$ cat src/rtl/qrs_pkg.sv
// Package: shared types of the quantum round scheduler.
// Assumes: nothing beyond a single clock domain.
package qrs_pkg;
    typedef enum logic {
        PH_PARALLEL = 1'b0,
        PH_COMMIT   = 1'b1
    } phase_e;
endpackage

$ cat src/rtl/qrs_min_pick.sv
// Module: qrs_min_pick
// Finds the index of the valid lane with the smallest count, using a linear
// chain in ascending lane order. Because the comparison is strict, a tie goes
// to the lower index. Pure combinational logic.
// Assumes: N >= 1. When no lane is valid, found is 0 and idx is 0.
module qrs_min_pick #(
    parameter int N = 4,
    parameter int W = 32,
    localparam int IDX_W = (N > 1) ? $clog2(N) : 1
) (
    input  logic [N-1:0]     valid,
    input  logic [N*W-1:0]   counts,
    output logic [IDX_W-1:0] idx,
    output logic             found
);
    logic [W-1:0]     best_cnt   [N+1];
    logic [IDX_W-1:0] best_idx   [N+1];
    logic             best_found [N+1];

    assign best_cnt[0]   = '0;
    assign best_idx[0]   = '0;
    assign best_found[0] = 1'b0;

    // One chain stage per lane: take lane i if it is valid and strictly smaller.
    for (genvar i = 0; i < N; i++) begin : g_stage
        logic [W-1:0] cnt_i;
        logic         take;
        assign cnt_i = counts[i*W +: W];
        assign take  = valid[i] && (!best_found[i] || (cnt_i < best_cnt[i]));
        assign best_cnt[i+1]   = take ? cnt_i : best_cnt[i];
        assign best_idx[i+1]   = take ? IDX_W'(i) : best_idx[i];
        assign best_found[i+1] = best_found[i] | valid[i];
    end

    assign idx   = best_idx[N];
    assign found = best_found[N];
endmodule

$ cat src/rtl/qrs_atomic_arb.sv
// Module: qrs_atomic_arb
// Registered atomic grant. When allow is high, the grant goes to the active
// core with the smallest instruction count, provided that core is requesting.
// Any other requester waits.
// Assumes: allow is low whenever the parallel phase is not continuing.
module qrs_atomic_arb #(
    parameter int N = 4,
    parameter int W = 32,
    localparam int IDX_W = (N > 1) ? $clog2(N) : 1
) (
    input  logic         clk,
    input  logic         rst_n,
    input  logic         allow,
    input  logic [N-1:0] active,
    input  logic [N-1:0] req,
    input  logic [N*W-1:0] counts,
    output logic [N-1:0] grant
);
    logic [IDX_W-1:0] min_idx;
    logic             min_found;

    qrs_min_pick #(.N(N), .W(W)) i_min (
        .valid  (active),
        .counts (counts),
        .idx    (min_idx),
        .found  (min_found)
    );

    // Grant register: one-hot on the minimum core when it is requesting.
    always_ff @(posedge clk) begin
        if (!rst_n) begin
            grant <= '0;
        end else if (allow && min_found && req[min_idx]) begin
            grant <= N'(1) << min_idx;
        end else begin
            grant <= '0;
        end
    end

    p_grant_onehot_r7: assert property (@(posedge clk) disable iff (!rst_n)
        $onehot0(grant));

    // a grant only ever follows an active request.
    p_grant_req_r8: assert property (@(posedge clk) disable iff (!rst_n)
        (grant & ~$past(req & active)) == '0);

    for (genvar i = 0; i < N; i++) begin : g_min_chk
        for (genvar j = 0; j < N; j++) begin : g_vs
            // the granted core's count was no larger than any active core's.
            p_grant_min_r10: assert property (@(posedge clk) disable iff (!rst_n)
                (grant[i] && $past(active[j])) |->
                ($past(counts[i*W +: W]) <= $past(counts[j*W +: W])));
        end
    end
endmodule

$ cat src/rtl/qrs_commit_seq.sv
// Module: qrs_commit_seq
// Commit turn sequencer. On load it captures which cores take part. During
// the commit phase it enables the lowest pending core and holds that enable
// until the core reports done. drained rises when the final turn completes.
// Assumes: load and in_commit are never high together.
module qrs_commit_seq #(
    parameter int N = 4
) (
    input  logic         clk,
    input  logic         rst_n,
    input  logic         load,
    input  logic [N-1:0] snapshot,
    input  logic         in_commit,
    input  logic [N-1:0] done,
    output logic [N-1:0] en,
    output logic         drained
);
    logic [N-1:0] pending;
    logic [N-1:0] lowest;
    logic [N-1:0] finished;

    // Lowest set bit of the pending mask: the core whose turn it is.
    assign lowest   = pending & (~pending + N'(1));
    assign en       = in_commit ? lowest : '0;
    assign finished = en & done;
    assign drained  = in_commit && ((pending & ~finished) == '0);

    // Pending mask: captured on entry, one bit cleared per completed turn.
    always_ff @(posedge clk) begin
        if (!rst_n) begin
            pending <= '0;
        end else if (load) begin
            pending <= snapshot;
        end else if (in_commit) begin
            pending <= pending & ~finished;
        end
    end

    p_en_onehot_r4: assert property (@(posedge clk) disable iff (!rst_n)
        $onehot0(en));

    for (genvar i = 0; i < N; i++) begin : g_hold
        // an enable without done is still present in the next cycle.
        p_en_hold_r4: assert property (@(posedge clk) disable iff (!rst_n)
            (en[i] && !done[i]) |=> en[i]);
    end
endmodule

$ cat src/rtl/quantum_round_sched.sv
// Module: quantum_round_sched (top)
// Runs the rounds for N_CORES cores. The parallel phase lasts until every core
// is done or idle. The commit phase grants publishing turns in ascending
// index. The atomic arbiter may grant only while the parallel phase continues.
// Assumes: cores lower quantum_done before the next parallel phase completes.
module quantum_round_sched #(
    parameter int N_CORES = 4,
    parameter int CNT_W   = 32
) (
    input  logic                     clk,
    input  logic                     rst_n,
    input  logic [N_CORES-1:0]       core_active,
    input  logic [N_CORES-1:0]       quantum_done,
    input  logic [N_CORES-1:0]       atomic_req,
    input  logic [N_CORES*CNT_W-1:0] insn_count,
    input  logic [N_CORES-1:0]       commit_done,
    output logic [N_CORES-1:0]       phase_commit,
    output logic [N_CORES-1:0]       commit_en,
    output logic [N_CORES-1:0]       atomic_grant
);
    import qrs_pkg::*;

    phase_e phase_q;
    logic   in_commit;
    logic   all_ready;
    logic   enter_commit;
    logic   drained;

    assign in_commit    = (phase_q == PH_COMMIT);
    assign all_ready    = &(quantum_done | ~core_active);
    assign enter_commit = !in_commit && all_ready;
    assign phase_commit = {N_CORES{in_commit}};

    // Phase register: move to commit when all are ready, back when drained.
    always_ff @(posedge clk) begin
        if (!rst_n) begin
            phase_q <= PH_PARALLEL;
        end else if (enter_commit) begin
            phase_q <= PH_COMMIT;
        end else if (drained) begin
            phase_q <= PH_PARALLEL;
        end
    end

    qrs_commit_seq #(.N(N_CORES)) i_seq (
        .clk       (clk),
        .rst_n     (rst_n),
        .load      (enter_commit),
        .snapshot  (core_active),
        .in_commit (in_commit),
        .done      (commit_done),
        .en        (commit_en),
        .drained   (drained)
    );

    qrs_atomic_arb #(.N(N_CORES), .W(CNT_W)) i_arb (
        .clk    (clk),
        .rst_n  (rst_n),
        .allow  (!in_commit && !all_ready),
        .active (core_active),
        .req    (atomic_req),
        .counts (insn_count),
        .grant  (atomic_grant)
    );

    p_enter_commit_r2: assert property (@(posedge clk) disable iff (!rst_n)
        $rose(phase_commit[0]) |-> $past(&(quantum_done | ~core_active)));

    p_en_in_commit_r4: assert property (@(posedge clk) disable iff (!rst_n)
        (commit_en != '0) |-> phase_commit[0]);

    p_no_grant_commit_r11: assert property (@(posedge clk) disable iff (!rst_n)
        (atomic_grant != '0) |-> !phase_commit[0]);

    p_leave_commit_r6: assert property (@(posedge clk) disable iff (!rst_n)
        $fell(phase_commit[0]) |-> ($past(commit_en & ~commit_done) == '0));
endmodule

$ cat config.mk
export PLATFORM = sky130hd
export DESIGN_NAME = quantum_round_sched
export DESIGN_NICKNAME = d
export VERILOG_FILES = /design/src/rtl/qrs_pkg.sv /design/src/rtl/qrs_min_pick.sv /design/src/rtl/qrs_atomic_arb.sv /design/src/rtl/qrs_commit_seq.sv /design/src/rtl/quantum_round_sched.sv
export SDC_FILE = /design/constraint.sdc
export NUM_CORES = 1
export LEC_CHECK = 0
export BUFFER_PORTS_ARGS = -buffer_cell sky130_fd_sc_hd__buf_2
export CAP_MARGIN = 0
export CORE_UTILIZATION = 56
export DETAILED_ROUTE_END_ITERATION = 8
export GPL_TIMING_DRIVEN = 0
export PLACE_DENSITY = 0.95
export SYNTH_ARGS = -nofsm -noshare
export SYNTH_HDL_FRONTEND = slang
export SYNTH_SLANG_ARGS = --single-unit
export TNS_END_PERCENT = 1
$ cat constraint.sdc
create_clock -name clk -period 19.1 [get_ports clk]
set_clock_uncertainty 0.1 [all_clocks]
set_input_delay 3.82 -clock clk [delete_from_list [all_inputs] [get_ports clk]]
set_output_delay 3.82 -clock clk [all_outputs]
set_load 0.1 [all_outputs]
==> results of run 1 <==
[cell families (layout without fill, tap and decap cells)]
family,count (synthesis),in the layout
multiplexers,63,63
flip-flops,9,9
AND/OR/NAND/NOR,150,150
adder cells (fa/ha/maj),93,93
AO/OA/AOI/OAI,106,106
buffers and inverters,93,254
[where the power goes]
group	switching (W)	internal [W]	total [W]
clock network	0.00000836	0.0000146	0.0000230
logic	0.0000874	0.0000795	0.000167
registers	0.000000891	0.0000201	0.0000210
[stage by stage]
step | hold slack (ns) | worst slack [ns] | area [sq um]
after floorplan | 0.396 | 8.75 | 4140
after global placement | 0.421 | 7.04 | 5050
after detailed placement | 0.436 | 6.81 | 5050
after CTS | 0.442 | 7.03 | 5090
after global routing | 0.477 | 6.40 | 5090
final | 0.434 | 6.88 | 5090
[worst reg2reg max path, cell delays in order (launching register included)]
cell and delay, ns:
sky130_fd_sc_hd__dfxtp_1 0.39, sky130_fd_sc_hd__clkbuf_1 0.31, sky130_fd_sc_hd__nor2b_1 0.29, sky130_fd_sc_hd__nor2b_1 0.25, sky130_fd_sc_hd__and3b_1 0.20, sky130_fd_sc_hd__nand2_1 0.06, sky130_fd_sc_hd__nand2_1 0.08, sky130_fd_sc_hd__nand3_1 0.08
sky130_fd_sc_hd__a21oi_1 0.16, sky130_fd_sc_hd__nor2b_1 0.06
[per-layer routing]
layer / vias to the layer above / GRT usage / wire (microns)
met3: 51 / 0.0358 / 754
met2: 209 / 0.639 / 6340
met4: 0 / 0.123 / 490
met1: 2057 / 0.295 / 4750
li1: 2173 / - / -
met5: - / 0 / 0
[path summary, 6_finish.rpt]
path	start	endpoint	slack (ns)	cells after the start
setup / recovery	core_active[0]	i_arb.grant[3]	6.88	31
hold / removal	i_seq.pending[1]	i_seq.pending[1]	0.43	2
setup reg to reg	in_commit	in_commit	17.02	9
hold reg to reg	i_seq.pending[1]	i_seq.pending[1]	0.43	2
[registers in the layout, summed over array words and instances, names as in the netlist]
signal and cells:
i_arb.grant 4, i_seq.pending 4, in_commit 1
[Yosys cell counts, drive strengths merged (7+ instances only)]
cell and instances:
nand3 9, o21ai 19, and2 7, nand2 64
dfxtp 9, nand4 17, mux2 63, a21o 9
buf 11, o211ai 8, nor3 7, ha 93
inv 78, nor2b 7, nor2 19, a21oi 32
[layout make-up]
class	instances	area, sq um
Inverter	78	293
Sequential cell	9	180
Buffer	15	116
Fill cell	528	1890
Tap cell	96	120
Clock buffer	4	45.0
Timing Repair Buffer	157	786
Multi-Input combinational cell	412	3550
==> impl_metrics.yaml, run 1 <==
clock_network:
  cts_root_buffer: "sky130_fd_sc_hd__clkbuf_8"
  cts_repair_resize_count: 0
  cts_num_sinks: 9
  holdBufCountCts: 0
  cts_buffers: 3
  insertion_delay_ns: 0.24
  clock_tree_from_tritoncts: "built"
  clkTransAtPathRegs_ns: 0.05
  cts-htree-levels: 1
  post_cts_buffers: 0
  clock_path_buffers: 2
synthesis:
  ys_seq_elements: 9
  yosys.area.top_type_share: 0.281
  postSynthCellCount: 514
  yosysTopAreaCell: "sky130_fd_sc_hd__ha_1"
  synth_top_cells_by_area: "sky130_fd_sc_hd__ha_1 (28%), sky130_fd_sc_hd__mux2_4 (18%), sky130_fd_sc_hd__inv_1 (7.1%)"
  yosysWarnings: 0
  edff_count_synth: 0
  primary_ff_master_synth: "sky130_fd_sc_hd__dfxtp_1"
  portion_of_netlist_area_occupied_by_mux_cells: 0.216
  synth_fa_ha_area_frac: 0.281
  postSynth.asyncResetShare: 0
  synth.lib_cells_used.distinct: 58
  nets_in_the_synthesized_netlist: 753
  synth_top_family_by_area: "adder cells"
  synth-compound-area-share: 0.177
  synth-simple-area-share: 0.184
  post_synthesis_xor_xnor_area_fraction: 0
  mapped_area_sq_um: 4140
  yosysSeqAreaShare: 0.0435
  post_synth.cell_area_avg_sq_um: 8.06
timing:
  timing_hold_violations_final: 0
  post-route-min-period_ns: 12.22
  rsz_0062_raised_after_global_routing: "no"
  finalSetupViolations: 0
  tightest_slew_ns: 0.869
  post-route-period-util: 0.640
  report.final.slew_viol_count: 0
  setup_tns_ns: 0
  max-slew-margin-rel: 0.413
  fmaxAchievable_mhz: 81.8
worst_setup_path:
  family_of_cells_with_the_greatest_summed_delay_on_the_critical_path: "compound AO/OA/AOI/OAI gates"
  required_ns: 19.14
  buffer_and_inverter_count_on_the_worst_path: 5
  crit_type: "input pin to register"
  cp_slowest_stage_delay_ns: 0.72
  timing.critical_path.mode_cell: "sky130_fd_sc_hd__ha_1"
  critPathArrivalTime_ns: 12.26
  crit_slowest_cell: "sky130_fd_sc_hd__o41ai_1"
  path_max_fanout: 10
  cp-end-kind: "register"
  worst_setup_path_start_kind: "input pin"
route:
  detail_route.drc_violations: 0
  routed_via_density: 5.82
  drt_iter0_markers: 123
  wirelength_mm: 12.3
  wl_per_cell_microns: 16.0
  detail-route-antenna-nets: 0
  drt_pass1_iterations: 4
  detailroute.via_count: 4490
grt:
  antenna_found_initial: 0
  grt_start_max_net_pins: 11
  grt_usage: 0.305
  overflow_left_after_global_routing: 0
  grt_pass1_wl_mm: 18.8
  vias_in_the_first_global_route: 4642
floorplan:
  starting_density_of_the_core: 0.593
  core_area_sq_um: 6980
  die-height_microns: 88.0
  fp.dieArea_sq_um: 7750
  die_w_microns: 88.0
  num_io_pins: 158
  row_count: 30
pwr:
  total_power_w: 0.000211
  p_leak_nw: 2.88
  power_per_cell_area_nw_per_um2: 41.4
  vdd.ir_drop.worst_mv: 0.0222
place:
  io_buffer_count: 157
  placed_instances: 767
  dp_hpwl_mm: 10.8
  place_congestion: 0.933
final_layout:
  finish.utilization: 0.730
  layout_commonest_cell: "sky130_fd_sc_hd__buf_2"
  layoutNonFillerInstCount: 771
  synthToLayoutAreaGrowth_pct: 23.0
  layout.nets: 915
  layout.cells.most_common_list: "sky130_fd_sc_hd__buf_2 (157), sky130_fd_sc_hd__ha_1 (93), sky130_fd_sc_hd__inv_1 (78), sky130_fd_sc_hd__nand2_1 (61), sky130_fd_sc_hd__mux2_4 (49)"
  final_layout_size_suffix_gt1_frac: 0.366
  n_antenna_cell: 0
flow_run:
  cap_violations: 0
worst_hold_path:
  holdCritPathClass: "register to register"
status:
  run_status: "complete, no violations"
(Power assumes the default switching activity.)
==> inputs of run 2 (changes only) <==
- ABC_AREA: unset -> 1
- CORE_UTILIZATION: 56 -> 48
- PLACE_DENSITY: 0.95 -> 0.88
- clock period: 19.1 -> 11.45 ns (I/O delays scaled with it)
==> impl_metrics.yaml, run 2 <==
timing:
  fmaxAchievable_mhz: 107
  timing_hold_violations_final: 0
  tightest_slew_ns: 0.549
  setup_tns_ns: 0
  report.final.slew_viol_count: 0
  post-route-period-util: 0.819
  rsz_0062_raised_after_global_routing: "no"
  post-route-min-period_ns: 9.38
  finalSetupViolations: 0
  max-slew-margin-rel: 0.634
worst_setup_path:
  buffer_and_inverter_count_on_the_worst_path: 7
  timing.critical_path.mode_cell: "sky130_fd_sc_hd__nand2_1"
  path_max_fanout: 10
  cp-end-kind: "register"
  crit_slowest_cell: "sky130_fd_sc_hd__clkbuf_1"
  critPathArrivalTime_ns: 9.38
  family_of_cells_with_the_greatest_summed_delay_on_the_critical_path: "simple AND/OR/NAND/NOR gates"
  required_ns: 11.45
  cp_slowest_stage_delay_ns: 0.46
  worst_setup_path_start_kind: "input pin"
  crit_type: "input pin to register"
synthesis:
  synth_top_cells_by_area: "sky130_fd_sc_hd__ha_1 (35%), sky130_fd_sc_hd__nand2_1 (21%), sky130_fd_sc_hd__o21ai_0 (9.9%)"
  edff_count_synth: 0
  yosysTopAreaCell: "sky130_fd_sc_hd__ha_1"
  post_synth.cell_area_avg_sq_um: 6.15
  primary_ff_master_synth: "sky130_fd_sc_hd__dfxtp_1"
  postSynth.asyncResetShare: 0
  yosysSeqAreaShare: 0.0546
  synth.lib_cells_used.distinct: 31
  synth_common_cells: "sky130_fd_sc_hd__nand2_1 (185), sky130_fd_sc_hd__ha_1 (93), sky130_fd_sc_hd__o21ai_0 (65), sky130_fd_sc_hd__a21oi_1 (45)"
  synth_most_common_cell: "sky130_fd_sc_hd__nand2_1"
  ys_seq_elements: 9
  nets_in_the_synthesized_netlist: 775
  yosysWarnings: 0
  yosys.area.top_type_share: 0.353
  postSynthCellCount: 536
  mapped_area_sq_um: 3300
floorplan:
  row_count: 29
  die-height_microns: 84.9
  starting_density_of_the_core: 0.508
  num_io_pins: 158
  die_w_microns: 84.9
  fp.dieArea_sq_um: 7210
  core_area_sq_um: 6490
place:
  place_congestion: 0.888
  io_buffer_count: 156
  dp_hpwl_mm: 9.13
grt:
  vias_in_the_first_global_route: 4142
  grt_start_max_net_pins: 12
  overflow_left_after_global_routing: 0
  grt_usage: 0.298
  antenna_found_initial: 0
  grt_pass1_wl_mm: 17.6
final_layout:
  layout_commonest_cell: "sky130_fd_sc_hd__nand2_1"
  n_antenna_cell: 0
  layout.cells.most_common_list: "sky130_fd_sc_hd__nand2_1 (185), sky130_fd_sc_hd__buf_2 (156), sky130_fd_sc_hd__ha_1 (93), sky130_fd_sc_hd__o21ai_0 (65), sky130_fd_sc_hd__a21oi_1 (45)"
  final_layout_size_suffix_gt1_frac: 0.244
  synthToLayoutAreaGrowth_pct: 28.0
  layout.nets: 936
clock_network:
  clkTransAtPathRegs_ns: 0.04
  cts_root_buffer: "sky130_fd_sc_hd__clkbuf_8"
  post_cts_buffers: 0
  cts-htree-levels: 1
  holdBufCountCts: 0
  insertion_delay_ns: 0.23
  clock_tree_from_tritoncts: "built"
  clock_path_buffers: 2
  cts_repair_resize_count: 0
  cts_buffers: 3
  cts_num_sinks: 9
pwr:
  share_comb_of_total_power: 0.763
  swShare: 0.517
  seqPwrFrac: 0.118
  total_power_w: 0.000308
  power_report.internal_total_w: 0.000149
  p_sw_w: 0.000159
  vdd.ir_drop.worst_mv: 0.0413
  power_per_cell_area_nw_per_um2: 73.0
  p_leak_nw: 2.38
  clock_network_fraction_of_design_power: 0.119
route:
  detail_route.drc_violations: 13
  drt_iter0_markers: 174
  routed_via_density: 5.49
  drt_pass1_iterations: 9
  wl_per_cell_microns: 13.6
  detail-route-antenna-nets: 0
  detailroute.via_count: 4245
  wirelength_mm: 10.5
flow_run:
  cap_violations: 0
worst_hold_path:
  holdCritPathClass: "register to register"
status:
  run_status: "finished, violations left"
  violations_in_the_final_reports: "design-rule violations"
run 2: stage by stage:
step                utilization  instances  setup slack (ns)  area, sq um  hold WS [ns]
finish                    0.650        773              2.07         4220         0.421
CTS                       0.650        773              2.15         4220         0.415
detailed placement        0.643        769              1.95         4180         0.412
global route              0.650        773              1.27         4220         0.451
global placement          0.643        769              2.05         4180         0.393
floorplan                     -        536              3.72         3300         0.363
run 2: area by class of cell:
type,instances,area [sq um]
multi-input cells,476,2900
fillers,639,2270
repair buffers,156,781
flip-flops and latches,9,180
inverters,29,109
plain buffers,22,105
well taps,77,96.3
clock buffers,4,45.0
run 2: cells by family after synthesis:
kind of cell    after synthesis  synth area share
simple gates                248             0.304
compound gates              135             0.223
fa+ha+maj                    93             0.353
buf+inv                      51            0.0649
flops                         9            0.0546
run 2: layer usage:
| layer | wire, microns | track usage | up-vias |
|---|---|---|---|
| met2 | 4980 | 0.571 | 202 |
| met5 | 0 | 0 | - |
| met4 | 251 | 0.0909 | 0 |
| li1 | - | - | 2188 |
| met1 | 4380 | 0.340 | 1834 |
| met3 | 860 | 0.0418 | 21 |
run 2: worst register-to-register path: stages, from the launching register on:
cell,delay (ns)
sky130_fd_sc_hd__dfxtp_1,0.50
sky130_fd_sc_hd__inv_1,0.11
sky130_fd_sc_hd__nor3_1,0.19
sky130_fd_sc_hd__a21oi_1,0.12
sky130_fd_sc_hd__o21ai_0,0.20
sky130_fd_sc_hd__a21oi_1,0.05
run 2: final timing paths:
check	start	endpoint	slack (ns)	cells after the start
max reg2reg	in_commit	i_seq.pending[1]	10.06	5
min	i_seq.pending[2]	i_seq.pending[2]	0.42	2
min reg2reg	i_seq.pending[2]	i_seq.pending[2]	0.42	2
max	core_active[0]	i_arb.grant[1]	2.07	44
run 2: power groups by stage:
stage               Sequential (W)  Combinational [W]  Clock [W]
floorplan                0.0000420           0.000155          0
global placement         0.0000367           0.000221          0
detailed placement       0.0000369           0.000233          0
CTS                      0.0000364           0.000234  0.0000369
global route             0.0000367           0.000269  0.0000383
finish                   0.0000364           0.000235  0.0000365
